`src/rtl/svl_pkg.sv`:
```
package svl_pkg;
  localparam int WORD_W = 32;
  localparam int IDX_W  = 5;

  typedef enum logic [2:0] {
    ST_IDLE,
    ST_PICK,
    ST_REQ,
    ST_RSP,
    ST_WRITE
  } svl_state_e;
endpackage

```
`src/rtl/svl_addr_calc.sv`:
```
module svl_addr_calc #(
  parameter int ADDR_W   = 64,
  parameter int LG_ELEMS = 2
) (
  input  logic [ADDR_W-1:0] base,
  input  logic [3:0]        imm,
  input  logic              quad,
  output logic [ADDR_W-1:0] start_addr
);
  // footprint = regs * elems * 4 bytes, always a power of two
  localparam int SH_PAIR = LG_ELEMS + 3;
  localparam int SH_QUAD = LG_ELEMS + 4;

  logic [ADDR_W-1:0] sext;
  logic [ADDR_W-1:0] scaled;

  always_comb begin
    sext       = {{(ADDR_W-4){imm[3]}}, imm};
    scaled     = quad ? (sext << SH_QUAD) : (sext << SH_PAIR);
    start_addr = base + scaled;
  end
endmodule

```
`src/rtl/svl_dest_calc.sv`:
```
module svl_dest_calc
  import svl_pkg::*;
(
  input  logic             grp,
  input  logic [2:0]       field,
  input  logic             quad,
  input  logic [1:0]       reg_num,
  output logic [IDX_W-1:0] idx
);
  logic [IDX_W-1:0] first;
  logic [IDX_W-1:0] step;

  always_comb begin
    if (quad) begin
      first = {grp, 2'b00, field[1:0]};
      step  = {1'b0, reg_num, 2'b00};
    end else begin
      first = {grp, 1'b0, field};
      step  = {reg_num[0], 4'b0000} >> 1;
    end
    idx = first + step;
  end
endmodule

```
`src/rtl/svl_elem_store.sv`:
```
module svl_elem_store
  import svl_pkg::*;
#(
  parameter int VLEN  = 128,
  parameter int ELEMS = VLEN / WORD_W,
  parameter int MAXE  = 4 * ELEMS,
  parameter int SEL_W = $clog2(MAXE)
) (
  input  logic              clk,
  input  logic              rst_n,
  input  logic              we,
  input  logic [SEL_W-1:0]  wsel,
  input  logic [WORD_W-1:0] wdata,
  input  logic [1:0]        rsel,
  output logic [VLEN-1:0]   rdata
);
  logic [WORD_W-1:0] word_q [MAXE];

  for (genvar k = 0; k < MAXE; k++) begin : g_word
    always_ff @(posedge clk or negedge rst_n) begin
      if (!rst_n) begin
        word_q[k] <= '0;
      end else if (we && (wsel == SEL_W'(k))) begin
        word_q[k] <= wdata;
      end
    end
  end

  always_comb begin
    rdata = '0;
    for (int e = 0; e < ELEMS; e++) begin
      rdata[e*WORD_W +: WORD_W] = word_q[int'(rsel) * ELEMS + e];
    end
  end
endmodule

```
`src/rtl/strided_vload_seq.sv`:
```
module strided_vload_seq
  import svl_pkg::*;
#(
  parameter int VLEN   = 128,
  parameter int ADDR_W = 64
) (
  input  logic                     clk,
  input  logic                     rst_n,
  input  logic                     start,
  input  logic [3:0]               offset_imm,
  input  logic                     grp_bit,
  input  logic [2:0]               reg_field,
  input  logic                     quad_mode,
  input  logic [ADDR_W-1:0]        base_addr,
  input  logic [4*VLEN/WORD_W-1:0] pred_mask,
  output logic                     busy,
  output logic                     rd_req_valid,
  input  logic                     rd_req_ready,
  output logic [ADDR_W-1:0]        rd_req_addr,
  input  logic                     rd_rsp_valid,
  output logic                     rd_rsp_ready,
  input  logic [WORD_W-1:0]        rd_rsp_data,
  output logic                     wr_en,
  output logic [IDX_W-1:0]         wr_idx,
  output logic [VLEN-1:0]          wr_data,
  output logic                     done
);
  localparam int ELEMS    = VLEN / WORD_W;
  localparam int LG_ELEMS = $clog2(ELEMS);
  localparam int MAXE     = 4 * ELEMS;
  localparam int SEL_W    = $clog2(MAXE);
  localparam logic [SEL_W-1:0] LAST_QUAD = SEL_W'(MAXE - 1);
  localparam logic [SEL_W-1:0] LAST_PAIR = SEL_W'(2 * ELEMS - 1);

  svl_state_e        state_q;
  logic [ADDR_W-1:0] addr_q;
  logic [SEL_W-1:0]  eidx_q;
  logic [1:0]        ridx_q;
  logic              quad_q;
  logic              grp_q;
  logic [2:0]        field_q;
  logic [MAXE-1:0]   mask_q;
  logic              done_q;

  logic [ADDR_W-1:0] start_addr;
  logic              last_elem;
  logic              last_reg;
  logic              store_we;
  logic [WORD_W-1:0] store_data;
  logic              advance;

  svl_addr_calc #(.ADDR_W(ADDR_W), .LG_ELEMS(LG_ELEMS)) u_addr (
    .base       (base_addr),
    .imm        (offset_imm),
    .quad       (quad_mode),
    .start_addr (start_addr)
  );

  svl_dest_calc u_dest (
    .grp     (grp_q),
    .field   (field_q),
    .quad    (quad_q),
    .reg_num (ridx_q),
    .idx     (wr_idx)
  );

  svl_elem_store #(.VLEN(VLEN)) u_store (
    .clk   (clk),
    .rst_n (rst_n),
    .we    (store_we),
    .wsel  (eidx_q),
    .wdata (store_data),
    .rsel  (ridx_q),
    .rdata (wr_data)
  );

  always_comb begin
    last_elem  = eidx_q == (quad_q ? LAST_QUAD : LAST_PAIR);
    last_reg   = ridx_q == (quad_q ? 2'd3 : 2'd1);
    store_we   = 1'b0;
    store_data = '0;
    advance    = 1'b0;
    case (state_q)
      ST_PICK: if (!mask_q[eidx_q]) begin
        store_we = 1'b1;
        advance  = 1'b1;
      end
      ST_RSP: if (rd_rsp_valid) begin
        store_we   = 1'b1;
        store_data = rd_rsp_data;
        advance    = 1'b1;
      end
      default: ;
    endcase
  end

  always_ff @(posedge clk or negedge rst_n) begin
    if (!rst_n) begin
      state_q <= ST_IDLE;
      addr_q  <= '0;
      eidx_q  <= '0;
      ridx_q  <= '0;
      quad_q  <= 1'b0;
      grp_q   <= 1'b0;
      field_q <= '0;
      mask_q  <= '0;
      done_q  <= 1'b0;
    end else begin
      done_q <= 1'b0;
      case (state_q)
        ST_IDLE: if (start) begin
          addr_q  <= start_addr;
          eidx_q  <= '0;
          ridx_q  <= '0;
          quad_q  <= quad_mode;
          grp_q   <= grp_bit;
          field_q <= reg_field;
          mask_q  <= pred_mask;
          state_q <= ST_PICK;
        end
        ST_PICK: if (mask_q[eidx_q]) state_q <= ST_REQ;
        ST_REQ:  if (rd_req_ready) state_q <= ST_RSP;
        ST_WRITE: begin
          if (last_reg) begin
            state_q <= ST_IDLE;
            done_q  <= 1'b1;
          end else begin
            ridx_q <= ridx_q + 2'd1;
          end
        end
        default: ;
      endcase
      if (advance) begin
        addr_q <= addr_q + ADDR_W'(4);
        eidx_q <= eidx_q + SEL_W'(1);
        state_q <= last_elem ? ST_WRITE : ST_PICK;
      end
    end
  end

  assign busy         = state_q != ST_IDLE;
  assign rd_req_valid = state_q == ST_REQ;
  assign rd_req_addr  = addr_q;
  assign rd_rsp_ready = state_q == ST_RSP;
  assign wr_en        = state_q == ST_WRITE;
  assign done         = done_q;
endmodule

```
`config.mk`:
```
export PLATFORM = sky130hd
export DESIGN_NAME = strided_vload_seq
export DESIGN_NICKNAME = d
export VERILOG_FILES = /design/src/rtl/svl_pkg.sv /design/src/rtl/svl_addr_calc.sv /design/src/rtl/svl_dest_calc.sv /design/src/rtl/svl_elem_store.sv /design/src/rtl/strided_vload_seq.sv
export SDC_FILE = /design/constraint.sdc
export NUM_CORES = 1
export LEC_CHECK = 0
export BUFFER_PORTS_ARGS = -buffer_cell sky130_fd_sc_hd__buf_2
export CAP_MARGIN = 20
export CORE_MARGIN = 2
export CORE_UTILIZATION = 38
export CTS_CLUSTER_DIAMETER = 50
export DETAILED_ROUTE_END_ITERATION = 7
export SLEW_MARGIN = 5
export SYNTH_ARGS = -nofsm -noshare
export SYNTH_HDL_FRONTEND = slang
export SYNTH_SLANG_ARGS = --single-unit
```
`constraint.sdc`:
```
create_clock -name clk -period 2.9 [get_ports clk]
set_clock_uncertainty 0.05 [all_clocks]
set_input_delay 0.435 -clock clk [delete_from_list [all_inputs] [get_ports clk]]
set_output_delay 0.435 -clock clk [all_outputs]
set_load 0.05 [all_outputs]
```
# Word level (Yosys, flattened, before mapping)

Cells that the tools add are included.

Add/subtract/negate cells: 8
Order comparisons: 5
Equality and inequality tests: 27
Muxes and demuxes: 42
Bitwise operators: 4
Reductions and logical operators: 27

Operators by type and width:

| kind                  | number |
|---|---|
| $bmux 32 s4           | 4 |
| $mux 32               | 10 |
| $mux 64               | 3 |
| $ge 32x5->1 const B   | 4 |
| $not 32->32           | 3 |
| $add 64x3->64 const B | 1 |
| $add 64x64->64        | 1 |
| $eq 4x4->1 const B    | 8 |
| $not 4->32            | 1 |
| $mux 3                | 7 |
| $mux 4                | 5 |
| $eq 4x3->1 const B    | 4 |
| $logic_and 1x1->1     | 16 |
| $pmux 3 s4            | 1 |
| $add 4x2->5 const B   | 2 |
| $mux 9                | 1 |
| $eq 4x2->1 const B    | 2 |
| $eq 3x2->1 const B    | 2 |
| $mux 2                | 3 |
| $ne 3x1->1 const B    | 2 |
| $ne 3x2->1 const B    | 2 |
| $reduce_bool 2->1     | 3 |
| $add 4x1->5 const B   | 1 |
| $add 5x4->5           | 1 |
| other kinds (20)      | 26 |

Flip-flop bits (word level): 607
Output and inout bits: 202
Logic and storage cells: 138

# Depth between registers and ports, before layout

Gate-level depths: netlist of the first run.

Word-level depth: 6
Mapped depth: 15

# Hierarchy

From an unflattened synthesis of the first run, not the netlist that was laid out.

Cell total of the unflattened synthesis: 2476
Area, all modules: 31382.6 um2

By module, submodules not included:

| module            | times used | cells each | area an instance (um2) |
|---|---|---|---|
| svl_elem_store    | 1          | 1290       | 22091.2 |
| strided_vload_seq | 1          | 689        | 5876.9 |
| svl_addr_calc     | 1          | 492        | 3373.2 |
| svl_dest_calc     | 1          | 5          | 41.3 |

# Worst setup path before layout of the first run

Ideal clock, no wire load.

Path kind: input port to flip-flop
Start: in quad_mode
End: reg addr_q[49], in the netlist rd_req_addr[49]
Library setup time: 0.104 ns
Data arrival time: 3.336 ns
Required time: 2.746 ns
Setup slack: -0.590 ns
Stages on the path: 13
Path buffers: 0
Path through: mux2_2 > ha_1 > and2b_1 > o31ai_1 > a2111oi_2 > nor2_1 > o211ai_2 > a2111oi_1 > nor2_2 > a31oi_2 > o21ai_0 > xnor2_1 > a221oi_1

Word-level cells in the longest chain between the ends: 5

Ends and longest elaborated chain:

| item                 | line                     | text |
|---|---|---|
| start, declared      | strided_vload_seq.sv:13  | `input logic quad_mode,` |
| $mux 9               | svl_addr_calc.sv:19      | `scaled = quad ? (sext << SH_QUAD) : (sext << SH_PAIR);` |
| $add 64x64->64       | svl_addr_calc.sv:20      | `start_addr = base + scaled;` |
| $mux 64              | strided_vload_seq.sv:111 | `ST_IDLE: if (start) begin` |
| $mux 64              | strided_vload_seq.sv:110 | `case (state_q)` |
| $mux 64              | strided_vload_seq.sv:133 | `if (advance) begin` |
| end signal, assigned | strided_vload_seq.sv:112 | `addr_q <= start_addr;` |
| end signal, assigned | strided_vload_seq.sv:134 | `addr_q <= addr_q + ADDR_W'(4);` |
| end, declared        | strided_vload_seq.sv:36  | `logic [ADDR_W-1:0] addr_q;` |

Every way passes these cells. The select of a mux whose other input is x is not followed.
A chain may end at the register's enable or synchronous reset.

# Final worst setup path of the first run

Start: reg eidx_q[0]
End: reg u_store.word_q[510] in the netlist's numbering

Word-level cells in the longest chain between the ends: 5
Elaborated cells between the ends (all ways): 6

Ends and longest elaborated chain:

| item                          | line                     | text |
|---|---|---|
| start, declared               | strided_vload_seq.sv:37  | `logic [SEL_W-1:0] eidx_q;` |
| start signal, assigned        | strided_vload_seq.sv:135 | `eidx_q <= eidx_q + SEL_W'(1);` |
| $bmux 1 s4                    | strided_vload_seq.sv:84  | `ST_PICK: if (!mask_q[eidx_q]) begin` |
| $mux 1 (not written as such)  | strided_vload_seq.sv:84  |  |
| $mux 1                        | strided_vload_seq.sv:84  |  |
| $pmux 1 s2                    | strided_vload_seq.sv:83  | `case (state_q)` |
| $logic_and 1x1->1 *           | svl_elem_store.sv:23     | `end else if (we && (wsel == SEL_W'(k))) begin` |
| end signal, assigned by index | svl_elem_store.sv:24     | `word_q[k] <= wdata;` |
| end, declared                 | svl_elem_store.sv:17     | `logic [WORD_W-1:0] word_q [MAXE];` |

Every way passes the cells marked *; elsewhere a longest branch is shown, timed or not. The select of a mux whose other input is x is not followed.

==> impl_metrics.py, run 1 <==
metrics = {
    "clock_network": {
        "cts_tree": "done",
        "clockRootBuffer": "sky130_fd_sc_hd__clkbuf_16",
        "ctsHtreeMaxLevel": 3,
        "cts_inserted_buffers": 75,
        "clock_sink_count": 607,
        "cts.clk_slew.worst_paths_ns": 0.06,
        "worstSkewPairLatency_ns": 0.63,
        "cts.path.max_buffers": 3,
    },
    "drt": {
        "routed_via_density": 5.37,
        "wl_per_cell_microns": 21.4,
        "drt_first_iter_violations": 1784,
        "vias": 25100,
        "detail_route.drc_violations": 0,
        "antenna_left": 0,
        "firstDrtPassIters": 5,
        "drt-total-wl_microns": 100000,
    },
    "global_route": {
        "first_global_vias": 24500,
        "global_route.overflow_total": 0,
        "maximum_number_of_pins_on_one_net_before_global_route_repair": 76,
        "grt.total_usage_pct": 22.9,
        "antenna_found_initial": 7,
        "grt_pass1_wl_microns": 144000,
    },
    "placement": {
        "preCtsSetupSlack_ns": -1.01,
        "gp_routability_congestion": 0.912,
        "io_buffer_count": 327,
        "detailedPlacementHpwl_microns": 61900,
    },
    "power_and_ir_drop": {
        "cell_int_power_w": 0.0231,
        "clock_share_of_power_pct": 23.3,
        "cellLeakagePower_nw": 18.2,
        "max-vdd-ir-drop_v": 0.000586,
        "power_frac_comb_pct": 44.4,
        "netSwitchingFraction_pct": 43.1,
        "power-per-cell-area_nw_per_um2": 1020,
        "p_sw_w": 0.0175,
        "power.sequential.fraction_pct": 32.4,
    },
    "logic_synthesis": {
        "synth-main-ff-cell": "sky130_fd_sc_hd__dfrtp_1",
        "synth-warning-count": 0,
        "post_synth_xor_area_fraction_pct": 1.66,
        "mappedNetlistNets": 3155,
        "asyncSetResetFlopFracSynth_pct": 100,
        "yosys.area_share.adder_pct": 2.73,
        "simple_gate_fraction_of_synth_area_pct": 14.1,
        "yosys_register_bits": 607,
        "combinational_family_with_the_most_area_after_synthesis": "compound AO/OA/AOI/OAI gates",
        "post_synth.cell_area_avg_sq_um": 9.99,
        "synth_compound_gate_area_share_pct": 16.2,
        "syn_inst_count": 2965,
        "synth-seq-area-share_pct": 51.3,
        "syn_area_sq_um": 29600,
        "ys_types": 81,
        "synth.area.mux_share_pct": 10.7,
        "count_of_flip_flops_with_a_built_in_enable_after_synthesis": 0,
    },
    "floorplanning": {
        "x_dimension_of_the_die_microns": 283,
        "core-area_sq_um": 77300,
        "chipHeight_microns": 283,
        "rows": 102,
        "die_area_sq_um": 80200,
        "starting_density_of_the_core_pct": 38.3,
        "top_level_ports": 328,
    },
    "timing": {
        "post-route-period-util_pct": 107,
        "finalHoldViolCount": 0,
        "worst-slew-pin-transition_ns": 0.891,
        "setup_ws_ns": -0.197,
        "fmax_mhz": 323,
        "grt_setup_unrepaired": "true",
        "final.setup.tns_ns": -57.59,
        "max_slew_margin_pct": 40.4,
        "timing.final.setup_violations": 571,
        "hold-worst-slack_ns": 0.0458,
        "report.final.slew_viol_count": 0,
        "final.min_clock_period_ns": 3.10,
    },
    "cells_and_area": {
        "final-seq-area_sq_um": 15200,
        "finalNetCount": 3764,
        "n_fill_cell": 7040,
        "multi_input_combinational_cell_area_sq_um": 14400,
        "areaGrowthSynthToFinish_pct": 34.8,
        "layout-drive-gt1-share_pct": 33.9,
    },
    "critical_path": {
        "worst_setup_path_end_kind": "flop",
        "worst_ep_required_time_ns": 3.34,
        "arrival_ns": 3.53,
        "critical_path.max_fanout": 8,
        "timing.setup.critical_path_class": "flop to flop",
        "cp-start-kind": "flop",
    },
    "status": {
        "result_of_the_run": "finished with violations",
        "violated_checks": "setup timing",
    },
    "run": {
        "max_cap_viol": 0,
    },
    "hold_path": {
        "hold_path_class": "input pin to flop",
    },
}
-- state kept, by name, summed over array words and instances (netlist names) --
register	flops
grp_q	1
ridx_q	2
state_q	3
done	1
mask_q	16
field_q	3
quad_q	1
u_store.word_q	512
eidx_q	4
rd_req_addr	64
-- power groups by stage --
stage,logic [W],registers [W],clock network [W]
2_1_floorplan,0.00989,0.0139,0
3_3_place_gp,0.0162,0.0130,0
3_5_place_dp,0.0164,0.0131,0
4_1_cts,0.0171,0.0130,0.00962
5_1_grt,0.0193,0.0135,0.0100
6_report,0.0180,0.0132,0.00945
-- cells by family after synthesis --
logic type,Yosys count
flops,607
buf+inv,257
fa+ha+maj,64
mux,150
xor+xnor,56
simple gates,984
compound gates,847
-- metal layers --
metal | part of all wire (%) | GRT usage, % | vias up
met1 | 43 | 30.6 | 12500
met3 | 5.9 | 4.34 | 162
li1 | - | - | 11800
met4 | 3.7 | 8.68 | 6
met5 | 0.036 | 0 | -
met2 | 48 | 37.0 | 731
-- path summary, 6_finish.rpt --
kind	start	end	slack, ns	depth (start not counted)
worst max-delay path	eidx_q[0]	u_store.word_q[510]	-0.20	12
worst min-delay path	reg_field[2]	field_q[2]	0.05	3
worst max register to register	eidx_q[0]	u_store.word_q[510]	-0.20	12
worst min register to register	mask_q[2]	mask_q[2]	0.42	2
max in group asynchronous	rst_n	u_store.word_q[365]	1.58	3
min in group asynchronous	rst_n	u_store.word_q[329]	0.34	2
-- through the flow --
stage | power (W) | cell area [sq um] | utilization [%] | instances
2_1_floorplan | 0.0238 | 29700 | - | 2965
3_3_place_gp | 0.0292 | 34900 | 45.1 | 4441
3_5_place_dp | 0.0295 | 34900 | 45.1 | 4441
4_1_cts | 0.0397 | 38500 | 49.8 | 4634
5_1_grt | 0.0427 | 39900 | 51.6 | 4678
6_report | 0.0406 | 39900 | 51.6 | 4679
-- placed cells by master, fill, tap and decap left out, types with 35 or more instances in the layout --
cell                        Yosys  routed
sky130_fd_sc_hd__a21oi_1      106     102
sky130_fd_sc_hd__buf_12         0      59
sky130_fd_sc_hd__buf_2         20     324
sky130_fd_sc_hd__buf_4          5     292
sky130_fd_sc_hd__clkbuf_16      0      96
sky130_fd_sc_hd__dfrtp_1      607     594
sky130_fd_sc_hd__ha_1          63      60
sky130_fd_sc_hd__mux4_2       133     133
sky130_fd_sc_hd__nand2_1      708     598
sky130_fd_sc_hd__nand2_2        0      70
sky130_fd_sc_hd__nand2_4        0      39
sky130_fd_sc_hd__nor2_1       103      98
sky130_fd_sc_hd__o21ai_0      563     383
sky130_fd_sc_hd__o21ai_1        8     141
sky130_fd_sc_hd__o21ai_2        1      48
sky130_fd_sc_hd__xnor2_1       35      35
-- what timing repair did --
action                                 4_1_cts  5_1_grt
pin swaps                                   62       71
endpoints found under the hold margin       70        0
setup endpoints to repair                  641      670
gates cloned                                13       30
gates resized for setup                    177      279
buffers inserted                            18       12
hold buffers                                25        0
-- critical path: stages, from the launching register on --
cell and delay [ns]:
sky130_fd_sc_hd__dfrtp_2 0.45, sky130_fd_sc_hd__mux4_2 0.54, sky130_fd_sc_hd__mux4_2 0.55, sky130_fd_sc_hd__nor3b_2 0.21, sky130_fd_sc_hd__or2_4 0.17, sky130_fd_sc_hd__buf_6 0.10
sky130_fd_sc_hd__buf_6 0.10, sky130_fd_sc_hd__buf_12 0.14, sky130_fd_sc_hd__nand3_4 0.11, sky130_fd_sc_hd__buf_12 0.20, sky130_fd_sc_hd__clkbuf_16 0.19, sky130_fd_sc_hd__nand2_1 0.08
sky130_fd_sc_hd__o21ai_0 0.07
-- cells in the mapped netlist, types with 5 or more instances --
cell	n	area (sq um)
sky130_fd_sc_hd__nand2_1	708	2660
sky130_fd_sc_hd__dfrtp_1	607	15200
sky130_fd_sc_hd__o21ai_0	563	2820
sky130_fd_sc_hd__clkbuf_1	182	683
sky130_fd_sc_hd__mux4_2	133	3000
sky130_fd_sc_hd__a21oi_1	106	531
sky130_fd_sc_hd__nor2_1	103	387
sky130_fd_sc_hd__ha_1	63	788
sky130_fd_sc_hd__nand3_1	36	180
sky130_fd_sc_hd__xnor2_1	35	307
sky130_fd_sc_hd__a21o_1	33	248
sky130_fd_sc_hd__inv_1	32	120
sky130_fd_sc_hd__nand4_1	27	169
sky130_fd_sc_hd__nor3_1	27	135
sky130_fd_sc_hd__and3_1	21	131
sky130_fd_sc_hd__xor2_1	21	184
sky130_fd_sc_hd__buf_2	20	100
sky130_fd_sc_hd__a211oi_1	19	143
sky130_fd_sc_hd__buf_1	17	63.8
sky130_fd_sc_hd__a31oi_1	15	93.8
sky130_fd_sc_hd__a221oi_1	14	123
sky130_fd_sc_hd__o22ai_1	12	75.1
sky130_fd_sc_hd__mux2i_1	10	100
sky130_fd_sc_hd__o21bai_1	9	67.6
sky130_fd_sc_hd__nand3_2	8	80.1
sky130_fd_sc_hd__nor2b_1	8	50.1
sky130_fd_sc_hd__o21ai_1	8	40.0
sky130_fd_sc_hd__a311oi_1	7	61.3
sky130_fd_sc_hd__nor4_1	7	43.8
sky130_fd_sc_hd__a21boi_0	6	45.0
sky130_fd_sc_hd__and4_1	6	52.6
sky130_fd_sc_hd__mux2_2	6	67.6
sky130_fd_sc_hd__and2_1	5	31.3
sky130_fd_sc_hd__buf_4	5	37.5
sky130_fd_sc_hd__nand2b_1	5	31.3
sky130_fd_sc_hd__o211ai_1	5	37.5
-- final cells by class --
type	count	area share, %
well taps	1040	3.26
clock buffers	93	5.04
diodes	4	0.0251
repair buffers	757	16.1
multi-input cells	2101	36.0
flip-flops and latches	607	38.1
clock inverters	45	1.23
inverters	32	0.301
No activity file was read; power rests on OpenSTA's default activity.
==> inputs of run 2 (changes only) <==
Settings changed: ABC_AREA set to 0, CTS_CLUSTER_DIAMETER 50 to 80, SYNTH_HIERARCHICAL set to 1.
==> impl_metrics.py, run 2 <==
metrics = {
    "logic_synthesis": {
        "asyncSetResetFlopFracSynth_pct": 100,
        "count_of_flip_flops_with_a_built_in_enable_after_synthesis": 0,
        "yosys.area_share.adder_pct": 2.46,
        "yosys_register_bits": 607,
        "syn_area_sq_um": 31400,
        "simple_gate_fraction_of_synth_area_pct": 8.48,
        "synth_largest_type_area_fraction_pct": 48.4,
        "mappedNetlistNets": 2663,
        "synth_top_area_cell": "sky130_fd_sc_hd__dfrtp_1",
        "post_synth.cell_area_avg_sq_um": 12.7,
        "post_synth_xor_area_fraction_pct": 1.65,
        "combinational_family_with_the_most_area_after_synthesis": "multiplexers",
        "synthTopCellsByArea": "sky130_fd_sc_hd__dfrtp_1 (48%), sky130_fd_sc_hd__mux2_2 (18%), sky130_fd_sc_hd__mux4_2 (9.2%)",
        "synth-seq-area-share_pct": 48.4,
        "synth_compound_gate_area_share_pct": 7.91,
        "synth_common_cells": "sky130_fd_sc_hd__dfrtp_1 (607), sky130_fd_sc_hd__mux2_2 (507), sky130_fd_sc_hd__nand2_1 (178)",
        "yosysMostFrequentCell": "sky130_fd_sc_hd__dfrtp_1",
        "synth-main-ff-cell": "sky130_fd_sc_hd__dfrtp_1",
        "synth.area.mux_share_pct": 28.1,
        "synth-warning-count": 6,
        "syn_inst_count": 2476,
        "ys_types": 80,
    },
    "drt": {
        "vias": 23100,
        "wl_per_cell_microns": 23.4,
        "drt-total-wl_microns": 96900,
        "antenna_left": 0,
        "detail_route.drc_violations": 0,
        "drt_first_iter_violations": 1344,
        "firstDrtPassIters": 5,
        "routed_via_density": 5.57,
    },
    "critical_path": {
        "worst-r2r-cell-count": 10,
        "arrival_ns": 3.40,
        "worst_path_largest_cell_delay_ns": 0.38,
        "critical_path.max_fanout": 5,
        "path_depth": 16,
        "slowest_stage": "sky130_fd_sc_hd__fa_2",
        "cell_breakdown_of_the_critical_path": "buf_12, nor2b_4, ha_4, inv_2, fa_2, nor2b_4, o31a_1, o31ai_4, o31ai_4, a31oi_4, o31ai_4, a221oi_2, o21ai_2, a21oi_2, xnor2_1, a221o_1",
        "cp-start-kind": "input pin",
        "worst_ep_required_time_ns": 3.33,
        "crit_buf_inv": 2,
        "worst_setup_path_end_kind": "flop",
        "path_common_cell": "sky130_fd_sc_hd__o31ai_4",
        "timing.setup.critical_path_class": "input pin to flop",
        "timing.critical_path.max_delay_family": "compound AO/OA/AOI/OAI gates",
    },
    "power_and_ir_drop": {
        "max-vdd-ir-drop_v": 0.000377,
        "power-per-cell-area_nw_per_um2": 472,
        "cellLeakagePower_nw": 19.4,
    },
    "timing": {
        "finalHoldViolCount": 0,
        "timing.final.setup_violations": 19,
        "setup_ws_ns": -0.0698,
        "fmax_mhz": 337,
        "grt_setup_unrepaired": "true",
        "worst-slew-pin-transition_ns": 0.698,
        "hold-worst-slack_ns": 0.0235,
        "report.final.slew_viol_count": 0,
        "post-route-period-util_pct": 102,
        "max_slew_margin_pct": 53.5,
        "final.min_clock_period_ns": 2.97,
    },
    "cells_and_area": {
        "finalNetCount": 3217,
        "multi_input_combinational_cell_area_sq_um": 16100,
        "largest_register": "u_store/word_q",
        "layout_commonest_cell": "sky130_fd_sc_hd__dfrtp_1",
        "largest_register_ffs": 512,
        "areaGrowthSynthToFinish_pct": 27.4,
        "layout-drive-gt1-share_pct": 49.3,
        "layout.cells.most_common_list": "sky130_fd_sc_hd__dfrtp_1 (602), sky130_fd_sc_hd__mux2_2 (476), sky130_fd_sc_hd__buf_2 (324)",
        "final-seq-area_sq_um": 15200,
        "finish.instance_area_sq_um": 40000,
        "n_fill_cell": 7267,
    },
    "placement": {
        "detailedPlacementHpwl_microns": 67000,
        "io_buffer_count": 327,
        "gp_routability_congestion": 0.903,
        "placement.cell_area_sq_um": 36800,
    },
    "clock_network": {
        "cts.clk_slew.worst_paths_ns": 0.06,
        "cts.path.max_buffers": 3,
        "cts_tree": "done",
        "clock_sink_count": 607,
        "ctsHtreeMaxLevel": 3,
        "clockRootBuffer": "sky130_fd_sc_hd__clkbuf_16",
        "worstSkewPairLatency_ns": 0.60,
        "cts_inserted_buffers": 67,
    },
    "hold_path": {
        "hold_path_cells": 3,
        "hold_path_class": "input pin to flop",
    },
    "global_route": {
        "maximum_number_of_pins_on_one_net_before_global_route_repair": 78,
        "global_route.overflow_total": 0,
        "grt.total_usage_pct": 22.6,
        "first_global_vias": 24200,
        "grt_pass1_wl_microns": 148000,
        "antenna_found_initial": 3,
    },
    "run": {
        "max_cap_viol": 0,
    },
    "floorplanning": {
        "core-area_sq_um": 82000,
        "x_dimension_of_the_die_microns": 291,
        "rows": 105,
        "top_level_ports": 328,
        "die_area_sq_um": 84900,
        "starting_density_of_the_core_pct": 38.3,
        "chipHeight_microns": 291,
    },
    "status": {
        "violated_checks": "setup timing",
        "result_of_the_run": "finished with violations",
    },
}
run 2: cell types whose count changed after synthesis, moves of 30 or more:
cell	before	now
sky130_fd_sc_hd__o21ai_0	563	74
sky130_fd_sc_hd__nor2_1	103	73
sky130_fd_sc_hd__nand2_1	708	178
sky130_fd_sc_hd__clkbuf_1	182	88
sky130_fd_sc_hd__mux2_2	6	507
sky130_fd_sc_hd__buf_2	20	73
sky130_fd_sc_hd__and2_1	5	38
run 2: power breakdown:
group	total [W]	switching, W	internal (W)	leakage [nW]
Sequential	0.00847	0	0.00847	8.19
Clock	0.00864	0.00354	0.00510	1.11
Combinational	0.00177	0.000951	0.000819	10.2
run 2: cell families after synthesis:
family                   after synthesis
multiplexers                         657
XOR/XNOR                              59
AND/OR/NAND/NOR                      514
buffers and inverters                212
AO/OA/AOI/OAI                        366
adder cells (fa/ha/maj)               61
flip-flops                           607
run 2: metal layers:
layer  part of all wire [%]  GRT usage, %  wire length [microns]  vias to the layer above
li1                       -             -                      -                    10300
met3                    5.3          4.12                   5150                      118
met4                    2.1          5.41                   2010                        0
met1                     43          29.7                  41400                    12100
met2                     50          38.6                  48300                      615
met5                      0             0                      0                        -
run 2: area by class of cell:
type / instances / area share (%)
multi-input cells: 1657 / 40.2
diodes: 2 / 0.0125
clock buffers: 93 / 4.79
flip-flops and latches: 607 / 38.0
well taps: 1070 / 3.35
clock inverters: 24 / 0.823
repair buffers: 664 / 12.5
inverters: 33 / 0.322
run 2: path summary, 6_finish.rpt:
| check | start | endpoint | slack [ns] |
|---|---|---|---|
| worst min register to register | mask_q[5] | mask_q[5] | 0.42 |
| max in group asynchronous | rst_n | u_store/word_q[38] | 1.47 |
| worst max-delay path | quad_mode | rd_req_addr[57] | -0.07 |
| worst min-delay path | pred_mask[4] | mask_q[4] | 0.02 |
| worst max register to register | eidx_q[0] | u_store/word_q[231] | -0.02 |
| min in group asynchronous | rst_n | u_store/word_q[488] | 0.35 |
run 2: worst min-delay path, stage by stage:
cell and delay [ns]:
sky130_fd_sc_hd__buf_2 0.10, sky130_fd_sc_hd__nand2_1 0.05, sky130_fd_sc_hd__nand2_1 0.05
run 2: timing repair:
item	4_1_cts	5_1_grt
setup endpoints to repair	508	49
gates resized for setup	44	67
endpoints found under the hold margin	75	0
gates cloned	3	1
setup buffers	12	7
pin swaps	19	26
hold buffers	17	0
run 2: metrics by stage:
| stage | std cells | setup slack, ns | TNS [ns] | power [W] | util (%) |
|---|---|---|---|---|---|
| floorplan | 2476 | -0.387 | -18.07 | 0.00932 | - |
| global placement | 3994 | -0.837 | -39.70 | 0.0102 | 44.9 |
| detailed placement | 3994 | -0.864 | -43.33 | 0.0102 | 44.9 |
| CTS | 4142 | -0.0670 | -0.222 | 0.0190 | 48.3 |
| global route | 4149 | -0.110 | -2.87 | 0.0196 | 48.8 |
| finish | 4150 | -0.0698 | -0.262 | 0.0189 | 48.8 |
==> inputs of run 3 (changes only) <==
--- a/config.mk
+++ b/config.mk
@@ -13,7 +13,7 @@
 export CTS_CLUSTER_DIAMETER = 80
 export DETAILED_ROUTE_END_ITERATION = 7
+export PLACE_DENSITY = 0.67
 export SLEW_MARGIN = 5
 export SYNTH_ARGS = -nofsm -noshare
 export SYNTH_HDL_FRONTEND = slang
-export SYNTH_HIERARCHICAL = 1
 export SYNTH_SLANG_ARGS = --single-unit
==> constraint.sdc (replaced) <==
create_clock -name clk -period 2.9 [get_ports clk]
set_clock_uncertainty 0.05 [all_clocks]
set_input_delay 0.29 -clock clk [delete_from_list [all_inputs] [get_ports clk]]
set_output_delay 0.29 -clock clk [all_outputs]
set_load 0.05 [all_outputs]
==> impl_metrics.py, run 3 (synthesized netlist as in run 1, its figures left out) <==
metrics = {
    "critical_path": {
        "timing.critical_path.max_delay_family": "multiplexers",
        "worst_path_largest_cell_delay_ns": 0.55,
        "worst_setup_path_end_kind": "flop",
        "cp-start-kind": "flop",
        "cell_breakdown_of_the_critical_path": "mux4_2, mux4_2, nor3b_2, or2_4, buf_8, nand3_4, clkbuf_16, nand2_1, o21ai_0",
        "timing.setup.critical_path_class": "flop to flop",
        "arrival_ns": 3.41,
        "path_common_cell": "sky130_fd_sc_hd__mux4_2",
        "slowest_stage": "sky130_fd_sc_hd__mux4_2",
        "worst_ep_required_time_ns": 3.33,
        "crit_buf_inv": 2,
        "critical_path.max_fanout": 26,
    },
    "power_and_ir_drop": {
        "power.sequential.fraction_pct": 33.3,
        "p_sw_w": 0.0169,
        "clock_share_of_power_pct": 22.7,
        "max-vdd-ir-drop_v": 0.000569,
        "cellLeakagePower_nw": 17.6,
        "power_frac_comb_pct": 44.0,
        "cell_int_power_w": 0.0226,
        "power-per-cell-area_nw_per_um2": 1020,
        "p_total_w": 0.0395,
        "netSwitchingFraction_pct": 42.8,
    },
    "cells_and_area": {
        "finalNetCount": 3706,
        "layout.cells.most_common_list": "sky130_fd_sc_hd__nand2_1 (697), sky130_fd_sc_hd__dfrtp_1 (594), sky130_fd_sc_hd__o21ai_0 (527)",
        "largest_register_ffs": 512,
        "areaGrowthSynthToFinish_pct": 30.3,
        "layout-drive-gt1-share_pct": 30.1,
        "layout_commonest_cell": "sky130_fd_sc_hd__nand2_1",
        "largest_register": "u_store.word_q",
    },
    "drt": {
        "antenna_left": 0,
        "routed_via_density": 5.37,
        "drt_first_iter_violations": 1889,
        "firstDrtPassIters": 5,
        "drt-total-wl_microns": 93900,
        "vias": 24800,
        "wl_per_cell_microns": 20.3,
        "detail_route.drc_violations": 0,
    },
    "clock_network": {
        "worstSkewPairLatency_ns": 0.61,
        "clock_sink_count": 607,
        "cts_inserted_buffers": 67,
        "cts.clk_slew.worst_paths_ns": 0.06,
        "clockRootBuffer": "sky130_fd_sc_hd__clkbuf_16",
        "ctsHtreeMaxLevel": 3,
        "cts.path.max_buffers": 3,
        "cts_tree": "done",
    },
    "run": {
        "max_cap_viol": 0,
    },
    "timing": {
        "final.min_clock_period_ns": 2.98,
        "fmax_mhz": 336,
        "max_slew_margin_pct": 57.4,
        "post-route-period-util_pct": 103,
        "finalHoldViolCount": 0,
        "report.final.slew_viol_count": 0,
        "timing.final.setup_violations": 149,
        "setup_ws_ns": -0.0757,
        "worst-slew-pin-transition_ns": 0.639,
        "grt_setup_unrepaired": "true",
    },
    "floorplanning": {
        "top_level_ports": 328,
        "die_area_sq_um": 80200,
        "rows": 102,
        "chipHeight_microns": 283,
        "starting_density_of_the_core_pct": 38.3,
        "core-area_sq_um": 77300,
        "x_dimension_of_the_die_microns": 283,
    },
    "status": {
        "violated_checks": "setup timing",
        "result_of_the_run": "finished with violations",
    },
    "placement": {
        "preCtsSetupSlack_ns": -0.799,
        "io_buffer_count": 327,
        "detailedPlacementHpwl_microns": 60100,
        "gp_routability_congestion": 0.937,
    },
    "hold_path": {
        "hold_path_class": "input pin to flop",
    },
    "global_route": {
        "grt_pass1_wl_microns": 142000,
        "maximum_number_of_pins_on_one_net_before_global_route_repair": 80,
        "first_global_vias": 25000,
        "grt.total_usage_pct": 22.3,
        "global_route.overflow_total": 0,
        "antenna_found_initial": 6,
    },
}
[run 3: cell count changes in the layout (fill, tap and decap cells not counted), sizes merged, moves of 22 or more]
cell,delta
nand2,+529
mux2,-509
o21ai,+491
nor2,+32
and2,-31
a221o,-22
buf,+22
or3,-22
[run 3: cell type report]
| class | instances | area (sq um) |
|---|---|---|
| diodes | 4 | 10.0 |
| clock buffers | 93 | 1950 |
| clock inverters | 30 | 393 |
| fillers | 7018 | 38700 |
| inverters | 32 | 120 |
| multi-input cells | 2102 | 14100 |
| flip-flops and latches | 607 | 15200 |
| well taps | 1040 | 1300 |
| repair buffers | 706 | 5530 |
[run 3: worst paths after layout]
path	from	endpoint	slack, ns	cells past startpoint
worst max-delay path	eidx_q[0]	u_store.word_q[238]	-0.08	9
worst min-delay path	start	state_q[0]	0.12	5
worst max register to register	eidx_q[0]	u_store.word_q[238]	-0.08	9
worst min register to register	mask_q[7]	mask_q[7]	0.42	2
max in group asynchronous	rst_n	ridx_q[1]	1.65	3
min in group asynchronous	rst_n	u_store.word_q[486]	0.22	2
[run 3: worst min-delay path, cell delays in order]
cell and delay, ns:
sky130_fd_sc_hd__buf_2 0.11, sky130_fd_sc_hd__nor2_1 0.04, sky130_fd_sc_hd__a21oi_1 0.10, sky130_fd_sc_hd__o22ai_1 0.09, sky130_fd_sc_hd__nor2_1 0.09
[run 3: stage by stage]
stage	hold WS, ns	instance area [sq um]	cells	util (%)	TNS (ns)
floorplan	-0.0556	29700	2965	-	-1.41
global placement	0.266	34700	4419	44.8	-133.78
detailed placement	0.269	34700	4419	44.8	-135.05
CTS	0.0159	37800	4582	48.8	-18.25
global route	0.181	38600	4613	49.9	-72.66
finish	0.121	38600	4614	49.9	-3.03
[run 3: routing by layer]
metal	part of all wire (%)	GRT usage, %	up-vias	routed length (microns)
met4	3.1	7.50	6	2870
met2	49	36.8	747	45800
met3	6.6	4.34	165	6210
met5	0.037	0	-	35
met1	42	29.3	12200	39000
li1	-	-	11600	-
[run 3: what timing repair did]
action / CTS / global route
resized for setup: 98 / 103
hold buffers: 27 / 1
setup buffers: 10 / 16
endpoints found under the setup margin: 600 / 601
pin swaps: 16 / 28
gates cloned: 4 / 13
endpoints found under the hold margin: 79 / 1
[run 3: power groups by stage]
stage / sequential, W / clock (W) / combinational [W]
3_5_place_dp: 0.0132 / 0 / 0.0162
2_1_floorplan: 0.0139 / 0 / 0.00989
3_3_place_gp: 0.0131 / 0 / 0.0159
5_1_grt: 0.0135 / 0.00946 / 0.0187
4_1_cts: 0.0131 / 0.00913 / 0.0169
6_report: 0.0132 / 0.00896 / 0.0174
